## src/rtl/sram_ctl_pkg.sv

```systemverilog
package sram_ctl_pkg;

  typedef enum logic [1:0] {
    ST_IDLE  = 2'd0,
    ST_RECOV = 2'd1,
    ST_READ  = 2'd2,
    ST_WRITE = 2'd3
  } ctl_state_e;

  function automatic int unsigned imax(input int unsigned a, input int unsigned b);
    return (a > b) ? a : b;
  endfunction

  // round a nanosecond figure up to whole clocks, never below one
  function automatic int unsigned ns_to_cyc(input int unsigned ns, input int unsigned clk_ns);
    int unsigned c;
    c = (ns + clk_ns - 1) / clk_ns;
    return (c == 0) ? 1 : c;
  endfunction

  function automatic int unsigned t_cycle_ns(input int unsigned g);
    return (g == 0) ? 35 : (g == 1) ? 45 : 55;
  endfunction

  function automatic int unsigned t_wpulse_ns(input int unsigned g);
    return (g == 0) ? 30 : (g == 1) ? 35 : 40;
  endfunction

  function automatic int unsigned t_dsetup_ns(input int unsigned g);
    return (g == 0) ? 18 : (g == 1) ? 20 : 25;
  endfunction

  function automatic int unsigned t_float_ns(input int unsigned g);
    return (g == 0) ? 12 : (g == 1) ? 15 : 20;
  endfunction

endpackage

```

## src/rtl/sram_ctl_seq.sv

```systemverilog
module sram_ctl_seq
  import sram_ctl_pkg::*;
#(
  parameter int unsigned CYC_RC = 4,
  parameter int unsigned WLOW   = 4,
  parameter int unsigned CNT_W  = 3
) (
  input  logic             clk,
  input  logic             rst_n,
  input  logic             acc,
  input  logic             acc_write,
  input  logic             standby,
  output ctl_state_e       state,
  output ctl_state_e       nstate,
  output logic [CNT_W-1:0] ncnt,
  output logic             ready,
  output logic             done,
  output logic             cap
);

  logic [CNT_W-1:0] cnt;
  logic             wr_q, wr_n;
  logic             done_n;

  always_comb begin
    nstate = state;
    ncnt   = cnt;
    wr_n   = wr_q;
    done_n = 1'b0;
    cap    = 1'b0;
    case (state)
      ST_IDLE: begin
        if (acc) begin
          wr_n = acc_write;
          ncnt = '0;
          if (standby)        nstate = ST_RECOV;
          else if (acc_write) nstate = ST_WRITE;
          else                nstate = ST_READ;
        end
      end
      ST_RECOV: begin
        if (cnt == CNT_W'(CYC_RC - 1)) begin
          ncnt   = '0;
          nstate = wr_q ? ST_WRITE : ST_READ;
        end else begin
          ncnt = cnt + 1'b1;
        end
      end
      ST_READ: begin
        if (cnt == CNT_W'(CYC_RC - 1)) begin
          cap    = 1'b1;
          done_n = 1'b1;
          ncnt   = '0;
          nstate = ST_IDLE;
        end else begin
          ncnt = cnt + 1'b1;
        end
      end
      default: begin
        if (cnt == CNT_W'(WLOW - 1)) begin
          done_n = 1'b1;
          ncnt   = '0;
          nstate = ST_IDLE;
        end else begin
          ncnt = cnt + 1'b1;
        end
      end
    endcase
  end

  always_ff @(posedge clk or negedge rst_n) begin
    if (!rst_n) begin
      state <= ST_IDLE;
      cnt   <= '0;
      wr_q  <= 1'b0;
      done  <= 1'b0;
    end else begin
      state <= nstate;
      cnt   <= ncnt;
      wr_q  <= wr_n;
      done  <= done_n;
    end
  end

  assign ready = (state == ST_IDLE);

endmodule

```

## src/rtl/sram_ctl_idle.sv

```systemverilog
module sram_ctl_idle #(
  parameter int unsigned IDLE_LIMIT = 16,
  localparam int unsigned CW = $clog2(IDLE_LIMIT + 1)
) (
  input  logic clk,
  input  logic rst_n,
  input  logic in_idle,
  input  logic acc,
  output logic standby
);

  logic [CW-1:0] cnt, cnt_n;
  logic          sb_n;
  logic          en;

  assign en = acc | in_idle;

  always_comb begin
    cnt_n = cnt;
    sb_n  = standby;
    if (acc) begin
      cnt_n = '0;
      sb_n  = 1'b0;
    end else if (cnt == CW'(IDLE_LIMIT - 1)) begin
      sb_n = 1'b1;
    end else begin
      cnt_n = cnt + 1'b1;
    end
  end

  always_ff @(posedge clk or negedge rst_n) begin
    if (!rst_n) begin
      cnt     <= '0;
      standby <= 1'b1;
    end else if (en) begin
      cnt     <= cnt_n;
      standby <= sb_n;
    end
  end

endmodule

```

## src/rtl/sram_ctl_strobe.sv

```systemverilog
module sram_ctl_strobe
  import sram_ctl_pkg::*;
#(
  parameter int unsigned DRV_DLY = 2,
  parameter int unsigned CNT_W   = 3
) (
  input  logic             clk,
  input  logic             rst_n,
  input  ctl_state_e       nstate,
  input  logic [CNT_W-1:0] ncnt,
  output logic             cs_n,
  output logic             oe_n,
  output logic             we_n,
  output logic             drv
);

  logic cs_d, oe_d, we_d, drv_d;

  always_comb begin
    cs_d  = 1'b1;
    oe_d  = 1'b1;
    we_d  = 1'b1;
    drv_d = 1'b0;
    case (nstate)
      ST_RECOV: cs_d = 1'b0;
      ST_READ: begin
        cs_d = 1'b0;
        oe_d = 1'b0;
      end
      ST_WRITE: begin
        cs_d  = 1'b0;
        we_d  = 1'b0;
        drv_d = (ncnt >= CNT_W'(DRV_DLY));
      end
      default: ;
    endcase
  end

  always_ff @(posedge clk or negedge rst_n) begin
    if (!rst_n) begin
      cs_n <= 1'b1;
      oe_n <= 1'b1;
      we_n <= 1'b1;
      drv  <= 1'b0;
    end else begin
      cs_n <= cs_d;
      oe_n <= oe_d;
      we_n <= we_d;
      drv  <= drv_d;
    end
  end

endmodule

```

## src/rtl/sram_ctl_dpath.sv

```systemverilog
module sram_ctl_dpath #(
  parameter int unsigned AW = 19,
  parameter int unsigned DW = 8
) (
  input  logic          clk,
  input  logic          rst_n,
  input  logic          acc,
  input  logic [AW-1:0] req_addr,
  input  logic [DW-1:0] req_wdata,
  input  logic          cap,
  input  logic [DW-1:0] dq_in,
  output logic [AW-1:0] addr_q,
  output logic [DW-1:0] wdata_q,
  output logic [DW-1:0] rdata_q
);

  always_ff @(posedge clk or negedge rst_n) begin
    if (!rst_n) begin
      addr_q  <= '0;
      wdata_q <= '0;
    end else if (acc) begin
      addr_q  <= req_addr;
      wdata_q <= req_wdata;
    end
  end

  always_ff @(posedge clk or negedge rst_n) begin
    if (!rst_n)   rdata_q <= '0;
    else if (cap) rdata_q <= dq_in;
  end

endmodule

```

## src/rtl/sram_ctl.sv

```systemverilog
module sram_ctl
  import sram_ctl_pkg::*;
#(
  parameter int unsigned CLK_PERIOD_NS = 10,
  parameter int unsigned SPEED_GRADE   = 0,
  parameter int unsigned IDLE_LIMIT    = 16,
  parameter int unsigned AW            = 19,
  parameter int unsigned DW            = 8
) (
  input  logic          clk,
  input  logic          rst_n,
  input  logic          req_valid,
  output logic          req_ready,
  input  logic          req_write,
  input  logic [AW-1:0] req_addr,
  input  logic [DW-1:0] req_wdata,
  output logic          rsp_done,
  output logic [DW-1:0] rsp_rdata,
  output logic [AW-1:0] mem_addr,
  output logic          mem_cs_n,
  output logic          mem_oe_n,
  output logic          mem_we_n,
  output logic [DW-1:0] mem_dq_out,
  output logic          mem_dq_oe,
  input  logic [DW-1:0] mem_dq_in
);

  localparam int unsigned CYC_RC  = ns_to_cyc(t_cycle_ns(SPEED_GRADE), CLK_PERIOD_NS);
  localparam int unsigned CYC_WP  = ns_to_cyc(t_wpulse_ns(SPEED_GRADE), CLK_PERIOD_NS);
  localparam int unsigned CYC_SD  = ns_to_cyc(t_dsetup_ns(SPEED_GRADE), CLK_PERIOD_NS);
  localparam int unsigned CYC_HZ  = ns_to_cyc(t_float_ns(SPEED_GRADE), CLK_PERIOD_NS);
  // drivers wait for the memory outputs to float, and at least one clock
  localparam int unsigned DRV_DLY = imax(1, CYC_HZ);
  // pulse width, setup after drive-on, and a full cycle time with the gap
  localparam int unsigned WLOW    = imax(imax(CYC_WP, DRV_DLY + CYC_SD), CYC_RC - 1);
  localparam int unsigned CNT_W   = $clog2(imax(CYC_RC, WLOW) + 1);

  ctl_state_e       state, nstate;
  logic [CNT_W-1:0] ncnt;
  logic             acc, cap, standby;

  assign acc = req_valid & req_ready;

  sram_ctl_seq #(.CYC_RC(CYC_RC), .WLOW(WLOW), .CNT_W(CNT_W)) u_seq (
    .clk(clk), .rst_n(rst_n), .acc(acc), .acc_write(req_write), .standby(standby),
    .state(state), .nstate(nstate), .ncnt(ncnt), .ready(req_ready),
    .done(rsp_done), .cap(cap)
  );

  sram_ctl_idle #(.IDLE_LIMIT(IDLE_LIMIT)) u_idle (
    .clk(clk), .rst_n(rst_n), .in_idle(state == ST_IDLE), .acc(acc), .standby(standby)
  );

  sram_ctl_strobe #(.DRV_DLY(DRV_DLY), .CNT_W(CNT_W)) u_strobe (
    .clk(clk), .rst_n(rst_n), .nstate(nstate), .ncnt(ncnt),
    .cs_n(mem_cs_n), .oe_n(mem_oe_n), .we_n(mem_we_n), .drv(mem_dq_oe)
  );

  sram_ctl_dpath #(.AW(AW), .DW(DW)) u_dpath (
    .clk(clk), .rst_n(rst_n), .acc(acc), .req_addr(req_addr), .req_wdata(req_wdata),
    .cap(cap), .dq_in(mem_dq_in), .addr_q(mem_addr), .wdata_q(mem_dq_out),
    .rdata_q(rsp_rdata)
  );

endmodule

```

## config.mk

```make
export PLATFORM = sky130hd
export DESIGN_NAME = sram_ctl
export DESIGN_NICKNAME = d
export VERILOG_FILES = /design/src/rtl/sram_ctl_pkg.sv /design/src/rtl/sram_ctl_seq.sv /design/src/rtl/sram_ctl_idle.sv /design/src/rtl/sram_ctl_strobe.sv /design/src/rtl/sram_ctl_dpath.sv /design/src/rtl/sram_ctl.sv
export SDC_FILE = /design/constraint.sdc
export NUM_CORES = 1
export LEC_CHECK = 0
export ABC_CLOCK_PERIOD_IN_PS = 2450
export BUFFER_PORTS_ARGS = -buffer_cell sky130_fd_sc_hd__buf_4
export CORE_MARGIN = 2
export CORE_UTILIZATION = 49
export DETAILED_ROUTE_END_ITERATION = 8
export PLACE_DENSITY = 0.83
export SYNTH_ARGS = -nofsm -noshare
export SYNTH_HDL_FRONTEND = slang
export SYNTH_SLANG_ARGS = --single-unit
```

## constraint.sdc

```tcl
create_clock -name clk -period 2.45 [get_ports clk]
set_clock_uncertainty 0.2 [all_clocks]
set_input_delay 0.49 -clock clk [delete_from_list [all_inputs] [get_ports clk]]
set_output_delay 0.49 -clock clk [all_outputs]
set_load 0.02 [all_outputs]
```

* After elaboration in Yosys (flattened, before gate mapping)
Index checks and enable logic that the tools add are counted.
** Storage, ports and cells
- Bits in registers :: 52
- Input port bits :: 39
- Output and inout bits :: 41
- Logic and storage cells :: 54
** Cells by class
- Add/subtract/negate cells :: 2
- $lt $le $gt $ge :: 1
- Equality and inequality tests :: 8
- Mux-type cells :: 21
- Bitwise logic cells :: 2
- Reduce and logical (&&, ||, !) cells :: 7
** Operators with widths (number)
- two-way mux 1 bit :: 11
- two-way mux 5 bit :: 2
- two-way mux 3 bit :: 3
- two-way mux 2 bit :: 4
- == test 2 bit (second input constant) :: 3
- AND reduction 2 bit :: 3
- adder 5 x 1 -> 5 bit (second input constant) :: 1
- == test 5 x 4 -> 1 bit (second input constant) :: 1
- == test 2 x 1 -> 1 bit (second input constant) :: 2
- case mux 2 bit (2 select lines) :: 1
- adder 3 x 1 -> 3 bit (second input constant) :: 1
- == test 3 x 2 -> 1 bit (second input constant) :: 1
- greater-or-equal comparator 3 x 2 -> 1 bit (second input constant) :: 1
- OR reduction 3 bit :: 1
- zero test 2 bit :: 1
- inequality test 2 x 1 -> 1 bit (second input constant) :: 1
- nonzero test 2 bit :: 1
- OR reduction 2 bit :: 1
- bitwise AND 1 bit :: 1
- bitwise OR 1 bit :: 1

* Logic depth before layout (Yosys ltp)
- Depth after elaboration :: 7
- Depth in mapped cells :: 6

* Cells and area by module
From an unflattened synthesis, not the netlist that was laid out.
** Unflattened totals
- Cell total of the unflattened synthesis :: 138
- Area, all modules :: 2160.8 um^2
** By module, submodules not included
- sram_ctl_dpath :: times used 1, cells each 74, area an instance 1401.3 um^2, sequential area each 875.8 um^2
- sram_ctl_seq :: times used 1, cells each 28, area an instance 326.6 um^2, sequential area each 175.2 um^2
- sram_ctl_idle :: times used 1, cells each 26, area an instance 295.3 um^2, sequential area each 151.4 um^2
- sram_ctl_strobe :: times used 1, cells each 8, area an instance 127.6 um^2, sequential area each 103.8 um^2
- sram_ctl :: times used 1, cells each 2, area an instance 10.0 um^2, sequential area each 0.0 um^2

* Worst setup path after synthesis
OpenSTA, ideal clock, no wires.
- Path kind :: register -> register
- Start :: register u_idle.cnt[0]
- End :: register u_idle.cnt[3]
- Setup time :: 121 ps
- Arrival :: 1555 ps
- Required time :: 2129 ps
- Slack :: 574 ps
- Stages on the path, launching flop included :: 7
- Buffers on the path :: 0
- Period minus slack after synthesis :: 1876 ps
- Cell sequence :: dfrtp_1 ha_1 and3_1 ha_1 and4b_1 o21ai_0 a22o_1
** On the way
- Cells in the longest elaborated chain, start to end :: 3
- Elaborated cells on any way between the ends :: 6
- Those cells by class :: add/sub (1); eq/ne (2); mux (2); reduce/logical (1)
** Ends and longest elaborated chain
- from (decl) :: line sram_ctl_idle.sv:12 : logic [CW-1:0] cnt, cnt_n;
- from (signal assigned) :: line sram_ctl_idle.sv:36 : cnt <= cnt_n;
- adder 5 x 1 -> 5 bit or == test 5 x 4 -> 1 bit (tied branches) :: line sram_ctl_idle.sv:27, sram_ctl_idle.sv:24
- two-way mux 5 bit or inequality test 2 x 1 -> 1 bit (tied branches)
- two-way mux 5 bit or AND reduction 2 bit (tied branches)
Parallel ways exist; a longest one is shown, timed or not. The select of a mux whose other input is x is not followed.
A chain may end at the register's enable or synchronous reset.

* Worst setup path after layout
- Start :: register u_seq.state[0]
- End :: output req_ready
** On the way
- Cells in the longest elaborated chain, start to end :: 1
** Ends and longest elaborated chain
- from (decl) :: line sram_ctl_seq.sv:13 : output ctl_state_e state,
- from (signal assigned) :: line sram_ctl_seq.sv:78 : state <= nstate;
- zero test 2 bit :: line sram_ctl_seq.sv:85 : assign ready = (state == ST_IDLE);
- to (decl) :: line sram_ctl.sv:13 : output logic req_ready,
No other way between the ends.

==> summary by stage <==
Clock network
Counting along the longest clock path gives a buffer depth of 2. After clock tree synthesis, the repair step resized 0 gates. The number of sinks handled by clock tree synthesis is 52. The cell sitting at the root of the clock tree is a sky130_fd_sc_hd__clkbuf_8. The number of H-tree branching levels is 2. Counting the buffers created by CTS gives 5. The hold buffer count at CTS is 0.

TritonCTS built the clock tree. After clock tree synthesis, the setup repair step added 0 buffers. At the later pin of the worst-skew pair, clock insertion delay measures 0.30 ns. After clock tree synthesis, the clock-pin slew on the worst setup and hold paths is 0.09 ns.

Setup path
The combined buffer and inverter count along the critical path is 2. The slack of the worst reg-to-reg path is 0.43 ns. The critical setup path kind is flop to output port. The largest fanout on the critical path is 9. The family with the most delay on the worst path is flip-flops.

The startpoint identified for the worst register-to-register timing path is u_idle.cnt[0]. The capture point of the worst reg-to-reg path is u_idle.cnt[3]. The critical path goes through or2_2 -> inv_2 -> buf_4. STA classifies the critical path startpoint as a flop.

The critical path arrival is 1.48 ns. The required time at the endpoint of the critical path is 1.76 ns. In this design, the stage delay of the slowest critical-path cell is 0.49 ns. The capturing element type of the critical path is an output port. The slowest library cell on the worst path is sky130_fd_sc_hd__dfrtp_1. The depth of the worst register-to-register path is 6.

STA
For the final routed database, the setup TNS stands at 0 ns. The count of pins over their slew limit was 0. The slew at the pin closest to its max-slew limit is 0.651 ns.

Dividing the final minimum period by the clock period gives 88.5%. The total setup violations reported at the end of the flow is 0. Subtracting the final worst setup slack from the clock period gives 2.17 ns.

The tightest slew margin relative to the limit is 56.6%. The hold violation count in the final report is 0. Setup repair after global routing left no endpoint under its margin. The maximum clock rate is 461 MHz.

Floorplan
The boundary pin count is 80. The core region area is 0.00438 mm^2. From bottom edge to top edge, the die measures 71.5 um.

The floorplan step defined a die boundary enclosing 0.00512 mm^2. The number of placement rows is 24. Measured along the x axis, the die boundary spans 71.5 um. The initial core utilization is 51.0%.

Finish
The utilization after layout is 67.0%. The number of diodes is 0. Of the cells placed in the final design, the portion with a size suffix greater than 1 is 59.2%. The final net count is 269.

From synthesis to final layout, the design area changed by 31.5%.

Power
For this design the ratio of total power to cell area is 1360 mW/mm^2. The worst-case IR drop observed on VDD is 0.000507 V. For this design the static power due to leakage is 0.00150 uW.

GRT
The global-route total usage across every layer is 19.0%. The via count of the first global-routing pass is 1537. The initial antenna violation count was 0. Summed over all layers, the global routing overflow is 0.

Entering global routing, the biggest net connects 53 pins. The first global-routing pass estimated 7.48 mm of wire.

Synth
The gate count after technology mapping is 146. During synthesis, Yosys emitted a total of 0 warnings. The net count of the mapped netlist is 188.

The synthesized netlist occupies a cell area of 0.00223 mm^2. In this run, synthesis produced a sequential element count of 52. The average instance in the mapped netlist occupies 15.3 um^2. Yosys mapped the design onto 34 distinct sky130hd cell types. The share of the yosys chip area belonging to registers is 58.5%.

Place
The final RePlAce weighted congestion is 0.762. The HPWL after detailed placement is 3.23 mm. The number of input and output port buffers inserted is 79.

Job
The max-cap check violation count is 0.

Status
The run finished with clean final reports.

Detailed routing
The count of vias placed by the detailed router is 1442. Before antenna repair, the detailed router went through 4 iterations. The number of DRC markers after the initial detailed-route iteration is 89. Once detail routing completed, the nets flagged for antenna violations numbered 0. Using the TritonRoute via totals, the vias-per-cell ratio works out to 5.15. The routed design has 4.47 mm of wire.

The average wire per standard cell is 16.0 um. For this run, design rule violations remaining after detail routing come to 0.

Min path
The worst hold path class is primary input to asynchronous set/reset pin.
-- how the worst max path moves through the flow --
| stage | to | cells past startpoint | from | slack (ns) |
|---|---|---|---|---|
| detailed placement | u_dpath.addr_q[5] | 4 | req_valid | 0.38 |
| finish | req_ready | 3 | u_seq.state[0] | 0.28 |
| global route | req_ready | 3 | u_seq.state[0] | 0.19 |
| global placement | u_dpath.wdata_q[5] | 4 | req_valid | 0.41 |
| floorplan | u_idle.cnt[3] | 6 | u_idle.cnt[0] | 0.57 |
| CTS | req_ready | 3 | u_seq.state[0] | 0.28 |
-- final cells by class --
cell class	instances	area (um^2)
multi-input combinational	83	837
inverter	4	15.0
fill	333	1450
sequential	52	1310
clock inverter	1	7.51
tap	52	65.1
timing repair buffer	81	621
clock buffer	7	86.3
-- registers in the layout, summed over array words and instances, names as in the netlist --
name	flops
u_dpath.addr_q	19
u_dpath.rdata_q	8
u_dpath.wdata_q	8
u_idle.cnt	5
u_idle.standby	1
u_seq.cnt	3
u_seq.done	1
u_seq.state	2
u_seq.wr_q	1
u_strobe.cs_n	1
u_strobe.drv	1
u_strobe.oe_n	1
u_strobe.we_n	1
-- through the flow --
stage	cell area (um^2)	instances	worst slack, ns	hold WS (ns)	power [uW]
after floorplan	2230	146	0.574	-0.00559	2800
after global placement	2840	272	0.415	0.287	3460
after detailed placement	2840	272	0.382	0.295	3530
after CTS	2940	280	0.279	0.0302	4040
after global routing	2940	280	0.186	0.0440	4250
final	2940	280	0.283	0.00543	4000
-- kinds of logic after synthesis --
kind of cell	count (synthesis)	synth area share [%]
compound gates	18	5.43
flops	52	58.5
simple gates	25	7.00
buf+inv	11	4.09
mux	37	23.3
fa+ha+maj	3	1.68
-- synth_stat cells --
master | count | area [um^2]
sky130_fd_sc_hd__nor3_1 | 4 | 20.0
sky130_fd_sc_hd__inv_1 | 3 | 11.3
sky130_fd_sc_hd__nor2_1 | 2 | 7.51
sky130_fd_sc_hd__nor2b_1 | 4 | 25.0
sky130_fd_sc_hd__a221o_1 | 1 | 10.0
sky130_fd_sc_hd__dfstp_2 | 4 | 105
sky130_fd_sc_hd__and3_1 | 2 | 12.5
sky130_fd_sc_hd__nand2_1 | 3 | 11.3
sky130_fd_sc_hd__o22ai_1 | 1 | 6.26
sky130_fd_sc_hd__clkbuf_1 | 1 | 3.75
sky130_fd_sc_hd__and4b_1 | 1 | 10.0
sky130_fd_sc_hd__ha_1 | 3 | 37.5
sky130_fd_sc_hd__nand2b_1 | 1 | 6.26
sky130_fd_sc_hd__o21a_1 | 1 | 7.51
sky130_fd_sc_hd__inv_2 | 1 | 3.75
sky130_fd_sc_hd__buf_12 | 1 | 20.0
sky130_fd_sc_hd__a22o_1 | 3 | 26.3
sky130_fd_sc_hd__or3b_1 | 1 | 8.76
sky130_fd_sc_hd__nand3_1 | 1 | 5.00
sky130_fd_sc_hd__or2_1 | 1 | 6.26
sky130_fd_sc_hd__a21oi_1 | 3 | 15.0
sky130_fd_sc_hd__dfrtp_1 | 48 | 1200
sky130_fd_sc_hd__o221a_2 | 1 | 11.3
sky130_fd_sc_hd__nor4_1 | 1 | 6.26
sky130_fd_sc_hd__mux2_2 | 9 | 101
sky130_fd_sc_hd__o21ai_0 | 7 | 35.0
sky130_fd_sc_hd__a32o_1 | 1 | 10.0
sky130_fd_sc_hd__nor3_2 | 1 | 10.0
sky130_fd_sc_hd__nor4bb_1 | 1 | 10.0
sky130_fd_sc_hd__mux2_4 | 28 | 420
sky130_fd_sc_hd__nor2_4 | 1 | 11.3
sky130_fd_sc_hd__or2_2 | 1 | 6.26
sky130_fd_sc_hd__buf_6 | 4 | 45.0
sky130_fd_sc_hd__buf_4 | 1 | 7.51
-- layout by cell type (no fill, tap or decap) --
| master | count |
|---|---|
| sky130_fd_sc_hd__a21oi_1 | 3 |
| sky130_fd_sc_hd__a221o_1 | 1 |
| sky130_fd_sc_hd__a22o_1 | 3 |
| sky130_fd_sc_hd__a32o_1 | 1 |
| sky130_fd_sc_hd__and3_1 | 2 |
| sky130_fd_sc_hd__and4b_1 | 1 |
| sky130_fd_sc_hd__buf_12 | 1 |
| sky130_fd_sc_hd__buf_4 | 80 |
| sky130_fd_sc_hd__clkbuf_1 | 1 |
| sky130_fd_sc_hd__clkbuf_8 | 6 |
| sky130_fd_sc_hd__clkinvlp_4 | 1 |
| sky130_fd_sc_hd__dfrtp_1 | 48 |
| sky130_fd_sc_hd__dfstp_2 | 4 |
| sky130_fd_sc_hd__ha_1 | 3 |
| sky130_fd_sc_hd__inv_1 | 3 |
| sky130_fd_sc_hd__inv_2 | 1 |
| sky130_fd_sc_hd__mux2_2 | 9 |
| sky130_fd_sc_hd__mux2_4 | 28 |
| sky130_fd_sc_hd__nand2_1 | 3 |
| sky130_fd_sc_hd__nand2b_1 | 1 |
| sky130_fd_sc_hd__nand3_1 | 1 |
| sky130_fd_sc_hd__nor2_1 | 2 |
| sky130_fd_sc_hd__nor2_4 | 1 |
| sky130_fd_sc_hd__nor2b_1 | 4 |
| sky130_fd_sc_hd__nor3_1 | 4 |
| sky130_fd_sc_hd__nor3_2 | 1 |
| sky130_fd_sc_hd__nor4_1 | 1 |
| sky130_fd_sc_hd__nor4bb_1 | 1 |
| sky130_fd_sc_hd__o21a_1 | 1 |
| sky130_fd_sc_hd__o21ai_0 | 7 |
| sky130_fd_sc_hd__o221a_2 | 1 |
| sky130_fd_sc_hd__o22ai_1 | 1 |
| sky130_fd_sc_hd__or2_1 | 1 |
| sky130_fd_sc_hd__or2_2 | 1 |
| sky130_fd_sc_hd__or3b_2 | 1 |
-- where the power goes --
part / internal, uW / total (uW) / switching [uW]
Clock: 230 / 500 / 270
Combinational: 1050 / 1960 / 913
Sequential: 1270 / 1540 / 262
-- per-layer routing --
layer  vias up  GRT usage (%)  part of all wire [%]
li1        675              -                     -
met1       710           25.2                    42
met2        49           30.3                    50
met3         8           5.06                   6.2
met4         0           6.71                   1.7
met5         -              0                     0
Power figures use the tool's default switching activity.
